--- src/rtl/smag_pkg.sv ---
package smag_pkg;
  typedef enum logic [1:0] {
    OP_ADD     = 2'b00,
    OP_MAGADD  = 2'b01,
    OP_LOAD    = 2'b10,
    OP_ADD_ALT = 2'b11
  } op_e;
endpackage

--- src/rtl/smag_opmod.sv ---
module smag_opmod (
  input  logic raw_sign,
  input  logic neg_mod,
  input  logic abs_mod,
  output logic eff_sign
);
  function automatic logic apply_mods(input logic s, input logic n, input logic a);
    logic t;
    t = a ? 1'b0 : s;
    return n ? ~t : t;
  endfunction

  assign eff_sign = apply_mods(raw_sign, neg_mod, abs_mod);
endmodule

--- src/rtl/smag_core.sv ---
module smag_core #(
  parameter int MAG_W = 16
) (
  input  logic             a_sign,
  input  logic [MAG_W-1:0] a_mag,
  input  logic             b_sign,
  input  logic [MAG_W-1:0] b_mag,
  input  logic             clamp_en,
  output logic             r_sign,
  output logic [MAG_W-1:0] r_mag,
  output logic             r_ovf,
  output logic             like_evt,
  output logic             cross_evt,
  output logic             clamp_evt
);
  localparam int SUM_W = MAG_W + 1;

  function automatic logic [SUM_W-1:0] mag_sum(input logic [MAG_W-1:0] x, input logic [MAG_W-1:0] y);
    return {1'b0, x} + {1'b0, y};
  endfunction

  function automatic logic [MAG_W-1:0] mag_absdiff(input logic [MAG_W-1:0] x, input logic [MAG_W-1:0] y);
    return (x >= y) ? (x - y) : (y - x);
  endfunction

  logic [SUM_W-1:0] sum_w;
  logic [MAG_W-1:0] diff_w;
  logic             a_ge_b;

  assign sum_w     = mag_sum(a_mag, b_mag);
  assign diff_w    = mag_absdiff(a_mag, b_mag);
  assign a_ge_b    = (a_mag >= b_mag);
  assign like_evt  = (a_sign == b_sign);
  assign cross_evt = !like_evt && !a_ge_b;
  assign clamp_evt = clamp_en && cross_evt;

  always_comb begin
    r_sign = a_sign;
    r_mag  = '0;
    r_ovf  = 1'b0;
    if (like_evt) begin
      r_mag = sum_w[MAG_W-1:0];
      r_ovf = sum_w[MAG_W];
    end else if (clamp_evt) begin
      r_sign = 1'b0;
      r_mag  = '0;
    end else begin
      r_mag = diff_w;
      if (cross_evt) r_sign = b_sign;
    end
  end
endmodule

--- src/rtl/smag_addclamp.sv ---
module smag_addclamp #(
  parameter int MAG_W = 16
) (
  input  logic             clk,
  input  logic             rst_n,
  input  logic             in_valid,
  input  logic             acc_sign,
  input  logic [MAG_W-1:0] acc_mag,
  input  logic             opd_sign,
  input  logic [MAG_W-1:0] opd_mag,
  input  logic             neg_mod,
  input  logic             abs_mod,
  input  logic [1:0]       op_sel,
  output logic             out_valid,
  output logic             res_sign,
  output logic [MAG_W-1:0] res_mag,
  output logic             zero_flag,
  output logic             sign_flag,
  output logic             ovf_flag
);
  import smag_pkg::*;

  op_e              op;
  logic             eff_sign;
  logic             core_sign;
  logic [MAG_W-1:0] core_mag;
  logic             core_ovf;
  logic             like_evt;
  logic             cross_evt;
  logic             clamp_evt;
  logic             is_load;
  logic             is_magadd;
  logic             nxt_sign;
  logic [MAG_W-1:0] nxt_mag;
  logic             nxt_ovf;

  assign op        = op_e'(op_sel);
  assign is_load   = (op == OP_LOAD);
  assign is_magadd = (op == OP_MAGADD);

  smag_opmod u_opmod (
    .raw_sign (opd_sign),
    .neg_mod  (neg_mod),
    .abs_mod  (abs_mod),
    .eff_sign (eff_sign)
  );

  smag_core #(.MAG_W(MAG_W)) u_core (
    .a_sign    (acc_sign),
    .a_mag     (acc_mag),
    .b_sign    (eff_sign),
    .b_mag     (opd_mag),
    .clamp_en  (is_magadd),
    .r_sign    (core_sign),
    .r_mag     (core_mag),
    .r_ovf     (core_ovf),
    .like_evt  (like_evt),
    .cross_evt (cross_evt),
    .clamp_evt (clamp_evt)
  );

  always_comb begin
    if (is_load) begin
      nxt_sign = eff_sign;
      nxt_mag  = opd_mag;
      nxt_ovf  = 1'b0;
    end else begin
      nxt_sign = core_sign;
      nxt_mag  = core_mag;
      nxt_ovf  = core_ovf;
    end
  end

  always_ff @(posedge clk) begin
    if (!rst_n) begin
      out_valid <= 1'b0;
      res_sign  <= 1'b0;
      res_mag   <= '0;
      zero_flag <= 1'b0;
      sign_flag <= 1'b0;
      ovf_flag  <= 1'b0;
    end else begin
      out_valid <= in_valid;
      if (in_valid) begin
        res_sign  <= nxt_sign;
        res_mag   <= nxt_mag;
        zero_flag <= (nxt_mag == '0);
        sign_flag <= nxt_sign;
        ovf_flag  <= nxt_ovf;
      end
    end
  end

  AST_VALID_FOLLOW: assert property (@(posedge clk) disable iff (!rst_n)
    in_valid |=> out_valid);
  AST_IDLE_HOLD: assert property (@(posedge clk) disable iff (!rst_n)
    !in_valid |=> !out_valid && $stable(res_mag) && $stable(res_sign) && $stable(ovf_flag));
  AST_CLAMP_POSITIVE_ZERO: assert property (@(posedge clk) disable iff (!rst_n)
    in_valid && clamp_evt && !is_load |=> res_mag == '0 && !res_sign && !ovf_flag);
  AST_NO_OVF_UNLIKE: assert property (@(posedge clk) disable iff (!rst_n)
    in_valid && !is_load && !like_evt |=> !ovf_flag);
  AST_MAGADD_SIGN_KEPT: assert property (@(posedge clk) disable iff (!rst_n)
    in_valid && is_magadd |=> (res_sign == $past(acc_sign)) || (res_mag == '0));
  AST_CROSS_TAKES_OPERAND_SIGN: assert property (@(posedge clk) disable iff (!rst_n)
    in_valid && !is_magadd && !is_load && cross_evt |=> res_sign == $past(eff_sign));
  AST_LOAD_NO_OVF: assert property (@(posedge clk) disable iff (!rst_n)
    in_valid && is_load |=> !ovf_flag && res_mag == $past(opd_mag));
  AST_ZERO_FLAG_MATCH: assert property (@(posedge clk) disable iff (!rst_n)
    out_valid |-> (zero_flag == (res_mag == '0)) && (sign_flag == res_sign));
endmodule

--- config.mk ---
export PLATFORM = sky130hd
export DESIGN_NAME = smag_addclamp
export DESIGN_NICKNAME = d
export VERILOG_FILES = /design/src/rtl/smag_pkg.sv /design/src/rtl/smag_opmod.sv /design/src/rtl/smag_core.sv /design/src/rtl/smag_addclamp.sv
export SDC_FILE = /design/constraint.sdc
export NUM_CORES = 1
export LEC_CHECK = 0
export ABC_AREA = 0
export CAP_MARGIN = 10
export CORE_MARGIN = 2
export CORE_UTILIZATION = 50
export CTS_CLUSTER_DIAMETER = 100
export DETAILED_ROUTE_END_ITERATION = 12
export HOLD_SLACK_MARGIN = 0.1
export PLACE_DENSITY_LB_ADDON = 0.05
export RECOVER_POWER = 25
export SLEW_MARGIN = 40
export SYNTH_ARGS = -nofsm -noshare
export SYNTH_HDL_FRONTEND = slang
export SYNTH_SLANG_ARGS = --single-unit
--- constraint.sdc ---
create_clock -name clk -period 8.95 [get_ports clk]
set_input_delay 2.685 -clock clk [delete_from_list [all_inputs] [get_ports clk]]
set_output_delay 2.685 -clock clk [all_outputs]
set_load 0.05 [all_outputs]
==> results by stage, run 1 <==
Finish:
- The net count of the finished layout is 634.
- The diode insertion count for antenna repair is 0.
- Of the cells placed in the final design, the portion with a size suffix greater than 1 is 0.0461.
- From synthesis to final layout, the design area changed by 17.9%.
- For this run, the number of standard cells in the final layout without fillers is 641.
- After filler insertion, the fill cell instance count of the layout stands at 692.

STA:
- The worst hold slack is 0.468 ns.
- The number of hold violations in the final report is 0.
- The clock skew after layout is 0 ns.
- The routed design could run at a clock period as short as 6.60 ns.
- For the final routed database, the setup TNS stands at 0 ns.
- In the post-route analysis, the smallest setup slack over all paths is 2.35 ns.
- The number of failing setup endpoints in the final timing report is 0.
- Setup repair after global routing left no endpoint under its margin.
- Based on the critical path, the design can be clocked at up to 152 MHz.
- The tightest slew margin relative to the limit is 0.234.
- Of the available clock period, the critical path in the final layout requires 0.737.
- The final count of pins violating max slew came to 0.
- The transition time at the pin with the least slew margin is 1.15 ns.

Floorplan:
- The floorplan step set the die height to 89.9 µm.
- In this run the count of I/O pins placed on the die edge is 62.
- The initial utilization of the core area, before any placement, comes to 0.511.
- The cell row count is 31.
- The total die area is 8070 µm².
- The width of the die is 89.9 µm.
- The total area inside the core boundary comes to 7210 µm².

Logic synthesis:
- The post-synthesis register bit count is 20.
- The largest total area in the synthesized netlist belongs to sky130_fd_sc_hd__ha_1.
- The Yosys step of the flow raised 0 warnings.
- Sorting the synthesized cells by area gives the leading types as sky130_fd_sc_hd__ha_1, sky130_fd_sc_hd__dfxtp_1, sky130_fd_sc_hd__a21oi_1.
- The cell area that synthesis handed to floorplanning was 3690 µm².
- The number of enable flip-flop cells after synthesis is 0.
- In the synthesized netlist, the number of instances is 505.
- The dominant cell by count in the synthesized netlist is sky130_fd_sc_hd__nor2_1.
- The share of synthesized area in the top cell type comes to 0.160.
- The count of cell types in the netlist is 80.
- Of all flip-flops after synthesis, the portion carrying an async set or reset was 0.
- The dominant register cell in the synthesized netlist is sky130_fd_sc_hd__dfxtp_1.
- Sorting the synthesized cells by how often they occur yields sky130_fd_sc_hd__nor2_1, sky130_fd_sc_hd__ha_1, sky130_fd_sc_hd__inv_1.
- The proportion of synthesized chip area in sequential cells is 0.109.
- The total nets after synthesis is 596.
- Dividing the synthesized area by the synthesized cell count gives 7.30 µm².

Worst setup path:
- At the worst endpoint, the arrival time is 6.81 ns.
- STA classifies the critical path endpoint as a flip-flop.
- For the worst setup path, the data required time is 9.16 ns.
- The critical path start-end classification is input pin to flip-flop.
- In this run the worst path has a maximum fanout of 19.
- STA classifies the critical path startpoint as an input pin.

Clocking:
- The clock tree from TritonCTS is done.
- The number of resized instances in the post-cts repair step is 0.
- Clock-pin slew was measured on the worst setup and hold paths at 0.07 ns.
- Post-CTS timing repair inserted 0 buffers for setup.
- The total CTS buffers is 3.
- The clock root buffer is sky130_fd_sc_hd__clkbuf_8.
- The largest buffer count on any clock path is 2.
- Hold repair after CTS inserted 0 buffers.
- For the worst-skew pair, the clock arrives at the later sink with an insertion delay of 0.26 ns.
- The clock drives 20 sinks.
- The H-tree depth reported by CTS is 1.

Place:
- Including well taps, the total number of placed cells is 637.
- The global placer's final weighted congestion is 0.942.
- The post-DP HPWL is 9420 µm.
- OpenSTA, run right after detailed placement, puts the worst setup slack at 1.95 ns.
- The number of buffer cells added on primary ports is 61.

Power and ir drop:
- The share of total power in combinational logic is 0.659.
- The power after layout is 0.503 mW.
- Of the total power, the share spent switching nets is 0.478.
- The maximum resistive drop on vdd is 0.0713 mV.
- The share of total power dissipated in sequential elements is 0.202.
- Power spread over the standard cell area amounts to 116 nW/µm².
- In this run the static leakage power is 1.89 nW.
- Of the total power, the clock network draws 0.139.
- The internal portion of the total power is 0.262 mW.
- The net switching power of the design is 0.241 mW.

Run status:
- The flow ran to the end, and the final reports show no timing, DRC or antenna violations.

GRT:
- The via count of the first global-routing pass is 3753.
- Entering global routing, the biggest net connects 28 pins.
- The number of antenna violations at the first check in global routing is 0.
- The total grt overflow is 0.
- The total global-route track usage is 0.290.
- The first global-routing pass estimated 19100 µm of wire.

Detailed routing:
- The number of vias per cell after detailed routing is 6.20.
- The post-route antenna net violation count is 0.
- The total number of vias is 3975.
- The sum of routed wire length over all layers is 12000 µm.
- The number of iterations in the first detailed-routing pass is 5.
- The per-cell routed wire length is 18.6 µm.
- For this run, design rule violations remaining after detail routing come to 0.
- The detailed router's first-iteration violation count is 254.

Hold path:
- The min-delay analysis places its worst path in the category flip-flop to flip-flop.

Run:
- Max-cap violations in this run came to 0.
-- sequential cells by signal, indices dropped and copies added, names as in the netlist --
signal	flops
zero_flag	1
res_mag	16
out_valid	1
ovf_flag	1
sign_flag	1
-- metal layers --
metal	GRT usage	part of all wire	vias to the layer above	wire length, µm
met2	0.513	0.49	169	5810
li1	-	-	1921	-
met5	0	0	-	0
met3	0.0319	0.054	27	651
met4	0.0782	0.021	0	246
met1	0.375	0.44	1858	5240
-- critical path, stage by stage --
cell	delay, ns
sky130_fd_sc_hd__clkdlybuf4s50_1	0.51
sky130_fd_sc_hd__inv_1	0.06
sky130_fd_sc_hd__ha_1	0.52
sky130_fd_sc_hd__a21oi_1	0.25
sky130_fd_sc_hd__a311oi_2	0.16
sky130_fd_sc_hd__o31ai_4	0.52
sky130_fd_sc_hd__and2_1	0.70
sky130_fd_sc_hd__mux2i_1	0.33
sky130_fd_sc_hd__xnor2_1	0.10
sky130_fd_sc_hd__a222oi_1	0.43
sky130_fd_sc_hd__nand2b_1	0.13
sky130_fd_sc_hd__nor4_2	0.25
sky130_fd_sc_hd__a32o_1	0.15
-- metrics by stage --
step	utilization	area, µm²
after global placement	0.593	4280
after detailed placement	0.593	4280
after floorplan	-	3690
after CTS	0.600	4330
final	0.602	4340
after global routing	0.602	4340
-- cells by family (layout without fill, tap and decap cells) --
group | count (synthesis) | count (layout) | share of synthesized area
and+or+nand+nor | 156 | 156 | 0.211
adders and majority gates | 50 | 50 | 0.176
DFF | 20 | 20 | 0.109
buffers and inverters | 78 | 115 | 0.0923
muxes | 7 | 7 | 0.0190
AOI/OAI and AO/OA | 176 | 176 | 0.342
xor gates and xnor gates | 18 | 18 | 0.0506
-- path summary, 6_finish.rpt --
check / from / endpoint / slack [ns] / depth (start not counted)
setup reg to reg: res_mag[11] / res_mag[11] / 8.22 / 2
hold reg to reg: ovf_flag / ovf_flag / 0.47 / 2
setup / recovery: acc_mag[3] / zero_flag / 2.35 / 13
hold / removal: ovf_flag / ovf_flag / 0.47 / 2
-- power groups by stage --
stage                     Sequential, mW  Clock (mW)  Combinational (mW)
after floorplan                    0.133           0               0.202
after global placement             0.104           0               0.322
after global routing               0.103      0.0763               0.356
after CTS                          0.102      0.0722               0.325
after detailed placement           0.104           0               0.324
final                              0.102      0.0701               0.331
-- layout by cell type (no fill, tap or decap), types with 6 or more instances in the layout --
cell type	netlist	final
sky130_fd_sc_hd__nor2_1	51	51
sky130_fd_sc_hd__dlygate4sd3_1	0	9
sky130_fd_sc_hd__nand3_1	14	14
sky130_fd_sc_hd__nand2_1	26	26
sky130_fd_sc_hd__a31oi_1	7	6
sky130_fd_sc_hd__a221oi_1	7	7
sky130_fd_sc_hd__mux2i_1	7	7
sky130_fd_sc_hd__nand2b_1	9	9
sky130_fd_sc_hd__a21o_1	12	12
sky130_fd_sc_hd__inv_1	46	46
sky130_fd_sc_hd__dfxtp_1	20	20
sky130_fd_sc_hd__nor2b_1	9	8
sky130_fd_sc_hd__o21ai_0	18	18
sky130_fd_sc_hd__a211oi_1	14	14
sky130_fd_sc_hd__a21oi_1	45	45
sky130_fd_sc_hd__o21a_1	7	7
sky130_fd_sc_hd__o211ai_1	6	6
sky130_fd_sc_hd__ha_1	47	47
sky130_fd_sc_hd__xor2_1	6	6
sky130_fd_sc_hd__clkdlybuf4s50_1	0	52
sky130_fd_sc_hd__nor3_1	16	16
sky130_fd_sc_hd__xnor2_1	10	10
-- area by class of cell --
cell class	instances	area [µm²]	share of cell area
multi-input cells	407	2960	0.682
clock buffers	4	55.1	0.0127
repair buffers	63	622	0.143
inverters	48	180	0.0415
well taps	99	124	0.0285
flip-flops and latches	20	400	0.0922
(Power assumes the default switching activity.)
==> inputs of run 2 (changes only) <==
clock period = 5.8 ns   (was 8.95 ns; I/O delays follow)
==> results by stage, run 2 (synthesis gave the netlist of run 1 again) <==
Detailed routing:
- The per-cell routed wire length is 18.1 µm (-3.0%).
- The number of design rule violations left after detail routing is 0 (unchanged).
- The post-route antenna net violation count is 0 (unchanged).
- The sum of routed wire length over all layers was 11800 µm (-1.0%).
- The number of vias per cell after detailed routing is 6.14 (-0.95%).
- The detailed router's first-iteration violation count came to 284 (+12%).
- The total number of vias was 4017 (+1.1%).
- The number of iterations in the first detailed-routing pass is 5 (unchanged).

GRT:
- The number of antenna violations at the first check in global routing is 0 (unchanged).
- The maximum number of pins on one net before global-route repair came to 28 (unchanged).
- The via count of the first global-routing pass came to 3716 (-0.99%).
- The total grt overflow is 0 (unchanged).
- The global-route wire length before repair is 19100 µm (-0.29%).
- The total global-route track usage is 0.287 (-0.00266).

Clocking:
- The later-pin clock latency in the skew report is 0.26 ns (about the same).
- The clock-pin slew reported for the worst setup and hold paths after clock tree synthesis is 0.08 ns (about the same).
- The tree is rooted in a sky130_fd_sc_hd__clkbuf_8.
- The number of resized instances in the post-cts repair step is 0 (unchanged).
- The largest buffer count on any clock path is 2 (unchanged).
- TritonCTS built the clock tree.
- The total number of clock tree sinks is 20 (unchanged).
- The buffers inserted during post-CTS setup optimization came to 0 (unchanged).
- The post-cts hold buffer count is 0 (unchanged).
- The H-tree depth reported by CTS is 1 (unchanged).
- The total CTS buffers is 3 (unchanged).

Floorplan:
- The total die area came to 8070 µm² (unchanged).
- The starting density of the core is 0.511 (unchanged).
- The die extent in y came to 89.9 µm (unchanged).
- The cell row count is 31 (unchanged).
- The area inside the core boundary came to 7210 µm² (unchanged).
- The width of the die was 89.9 µm (unchanged).
- The top-level I/O count was 62 (unchanged).

Power and ir drop:
- The power after layout is 0.769 mW (+53%).
- The fraction of power consumed by sequential logic is 0.204 (+0.002).
- The switching part of the total power is 0.479 (about the same).
- The maximum resistive drop on vdd is 0.104 mV (+46%).
- The share of total power in combinational logic is 0.678 (+0.019).
- The relative contribution of the clock network to total power is 0.118 (-0.021).
- The total internal power is 0.401 mW (+53%).
- The net switching power of the design is 0.368 mW (+53%).
- The leakage power came to 1.95 nW (+3.2%).
- The total power per unit cell area is 174 nW/µm² (+50%).

Finish:
- The register with the most flip-flops in the final layout is res_mag.
- The flip-flop count of the largest register after layout is 16 (unchanged).
- The fraction of layout cells with a size suffix above 1 is 0.0667 (+0.0205).
- The net count of the finished layout came to 648 (+2.2%).
- Compared with the post-synthesis result, the final layout area differs by 20.0%.
- The area of combinational cells with multiple inputs is 2950 µm² (-0.59%).
- The count of placed standard cells in the final layout, fillers left out is 654 (+2.0%).
- In the layout the commonest cells are sky130_fd_sc_hd__nor2_1, sky130_fd_sc_hd__clkdlybuf4s50_1, sky130_fd_sc_hd__ha_1.
- The final non-filler cell area is 4420 µm² (+1.8%).
- The area occupied by registers is 400 µm² (unchanged).
- The diode insertion count for antenna repair was 0 (unchanged).
- The number of fillers in the final layout is 713 (+3.0%).

STA:
- The clock skew after layout is 0 ns (unchanged).
- The number of hold violations in the final report is 0 (unchanged).
- The final clock period utilization by the worst path is 0.889.
- The number of failing setup endpoints in the final timing report is 0 (unchanged).
- The tightest slew margin relative to the limit is 0.527 (+0.293).
- The transition time at the pin with the least slew margin came to 0.700 ns (-0.449 ns).
- The post-route minimum period is 5.15 ns.
- The upper clock frequency limit is 194 MHz.
- The post-route setup TNS came to 0 ns (unchanged).
- The final count of pins violating max slew came to 0 (unchanged).
- Setup repair after global routing left no endpoint under its margin.

Place:
- The post-placement cell count is 651 (+2.2%).
- The area after detailed placement was 4380 µm² (+2.5%).
- The number of buffer cells added on primary ports is 61 (unchanged).
- The post-DP HPWL came to 9490 µm (+0.77%).
- The global placer's final weighted congestion is 0.943 (+0.18%).

Worst setup path:
- The kind of start point of the critical path is an input pin.
- The endpoint required time on the critical path came to 6.01 ns (-3.15 ns).
- The critical path arrival is 5.37 ns (-1.44 ns).
- The critical path is of the input pin to flip-flop type.
- The highest net fanout along the worst path is 12 (-7).
- The critical path endpoint category is a flip-flop.

Hold path:
- The kind of path behind the tightest hold check is flip-flop to flip-flop.

Run:
- The number of max-cap violations was 0 (unchanged).

Run status:
- The run finished with clean final reports.
run 2: changes by cell type in the layout (fill, tap and decap cells not counted), sizes merged:
cell	change
clkdlybuf4s50	-1
clkbuf	-2
dlygate4sd3	+1
buf	+15
run 2: path summary, 6_finish.rpt:
path,depth (start not counted),from,endpoint,slack [ns]
hold / removal,2,ovf_flag,ovf_flag,0.47
setup / recovery,14,acc_mag[7],zero_flag,0.65
hold reg to reg,2,ovf_flag,ovf_flag,0.47
setup reg to reg,2,res_mag[1],res_mag[1],5.11
run 2: cell type report:
type	instances	area share
Multi-Input combinational cell	407	0.666
Timing Repair Buffer	77	0.165
Sequential cell	20	0.0905
Inverter	48	0.0407
Tap cell	99	0.0280
Clock buffer	3	0.00934
run 2: layer usage:
| layer | GRT usage | share of wire |
|---|---|---|
| met1 | 0.368 | 0.43 |
| met2 | 0.508 | 0.49 |
| met3 | 0.0352 | 0.060 |
| met4 | 0.0808 | 0.026 |
| met5 | 0 | 0 |
run 2: through the flow:
stage           util  hold slack [ns]  setup slack, ns
4_1_cts        0.613            0.475            0.700
2_1_floorplan      -            0.693             1.46
5_1_grt        0.613            0.508            0.269
3_3_place_gp   0.607            0.453            0.515
3_5_place_dp   0.607            0.464            0.435
6_report       0.613            0.470            0.646
run 2: power by group through the flow:
stage                     Clock, mW  Sequential [mW]  Combinational (mW)
after floorplan                   0            0.205               0.312
after global placement            0            0.160               0.509
after detailed placement          0            0.160               0.512
after CTS                    0.0925            0.157               0.515
after global routing          0.100            0.158               0.561
final                        0.0911            0.157               0.521
run 2: worst max-delay path, stage by stage:
cell                              delay (ns)
sky130_fd_sc_hd__clkdlybuf4s50_1        0.52
sky130_fd_sc_hd__inv_1                  0.06
sky130_fd_sc_hd__ha_1                   0.55
sky130_fd_sc_hd__and3_1                 0.32
sky130_fd_sc_hd__and3_1                 0.20
sky130_fd_sc_hd__a21oi_1                0.11
sky130_fd_sc_hd__o21ai_0                0.42
sky130_fd_sc_hd__a2111oi_1              0.19
sky130_fd_sc_hd__buf_4                  0.18
sky130_fd_sc_hd__o31ai_1                0.28
sky130_fd_sc_hd__o22ai_1                0.11
sky130_fd_sc_hd__a22oi_1                0.26
sky130_fd_sc_hd__nor4bb_1               0.27
sky130_fd_sc_hd__a32o_1                 0.16
==> inputs of run 3 (changes only) <==
SKIP_LAST_GASP = 1   (was not set)
==> results of run 3 <==
Same layout as run 2: the final DEF is identical, and so are final timing and power.
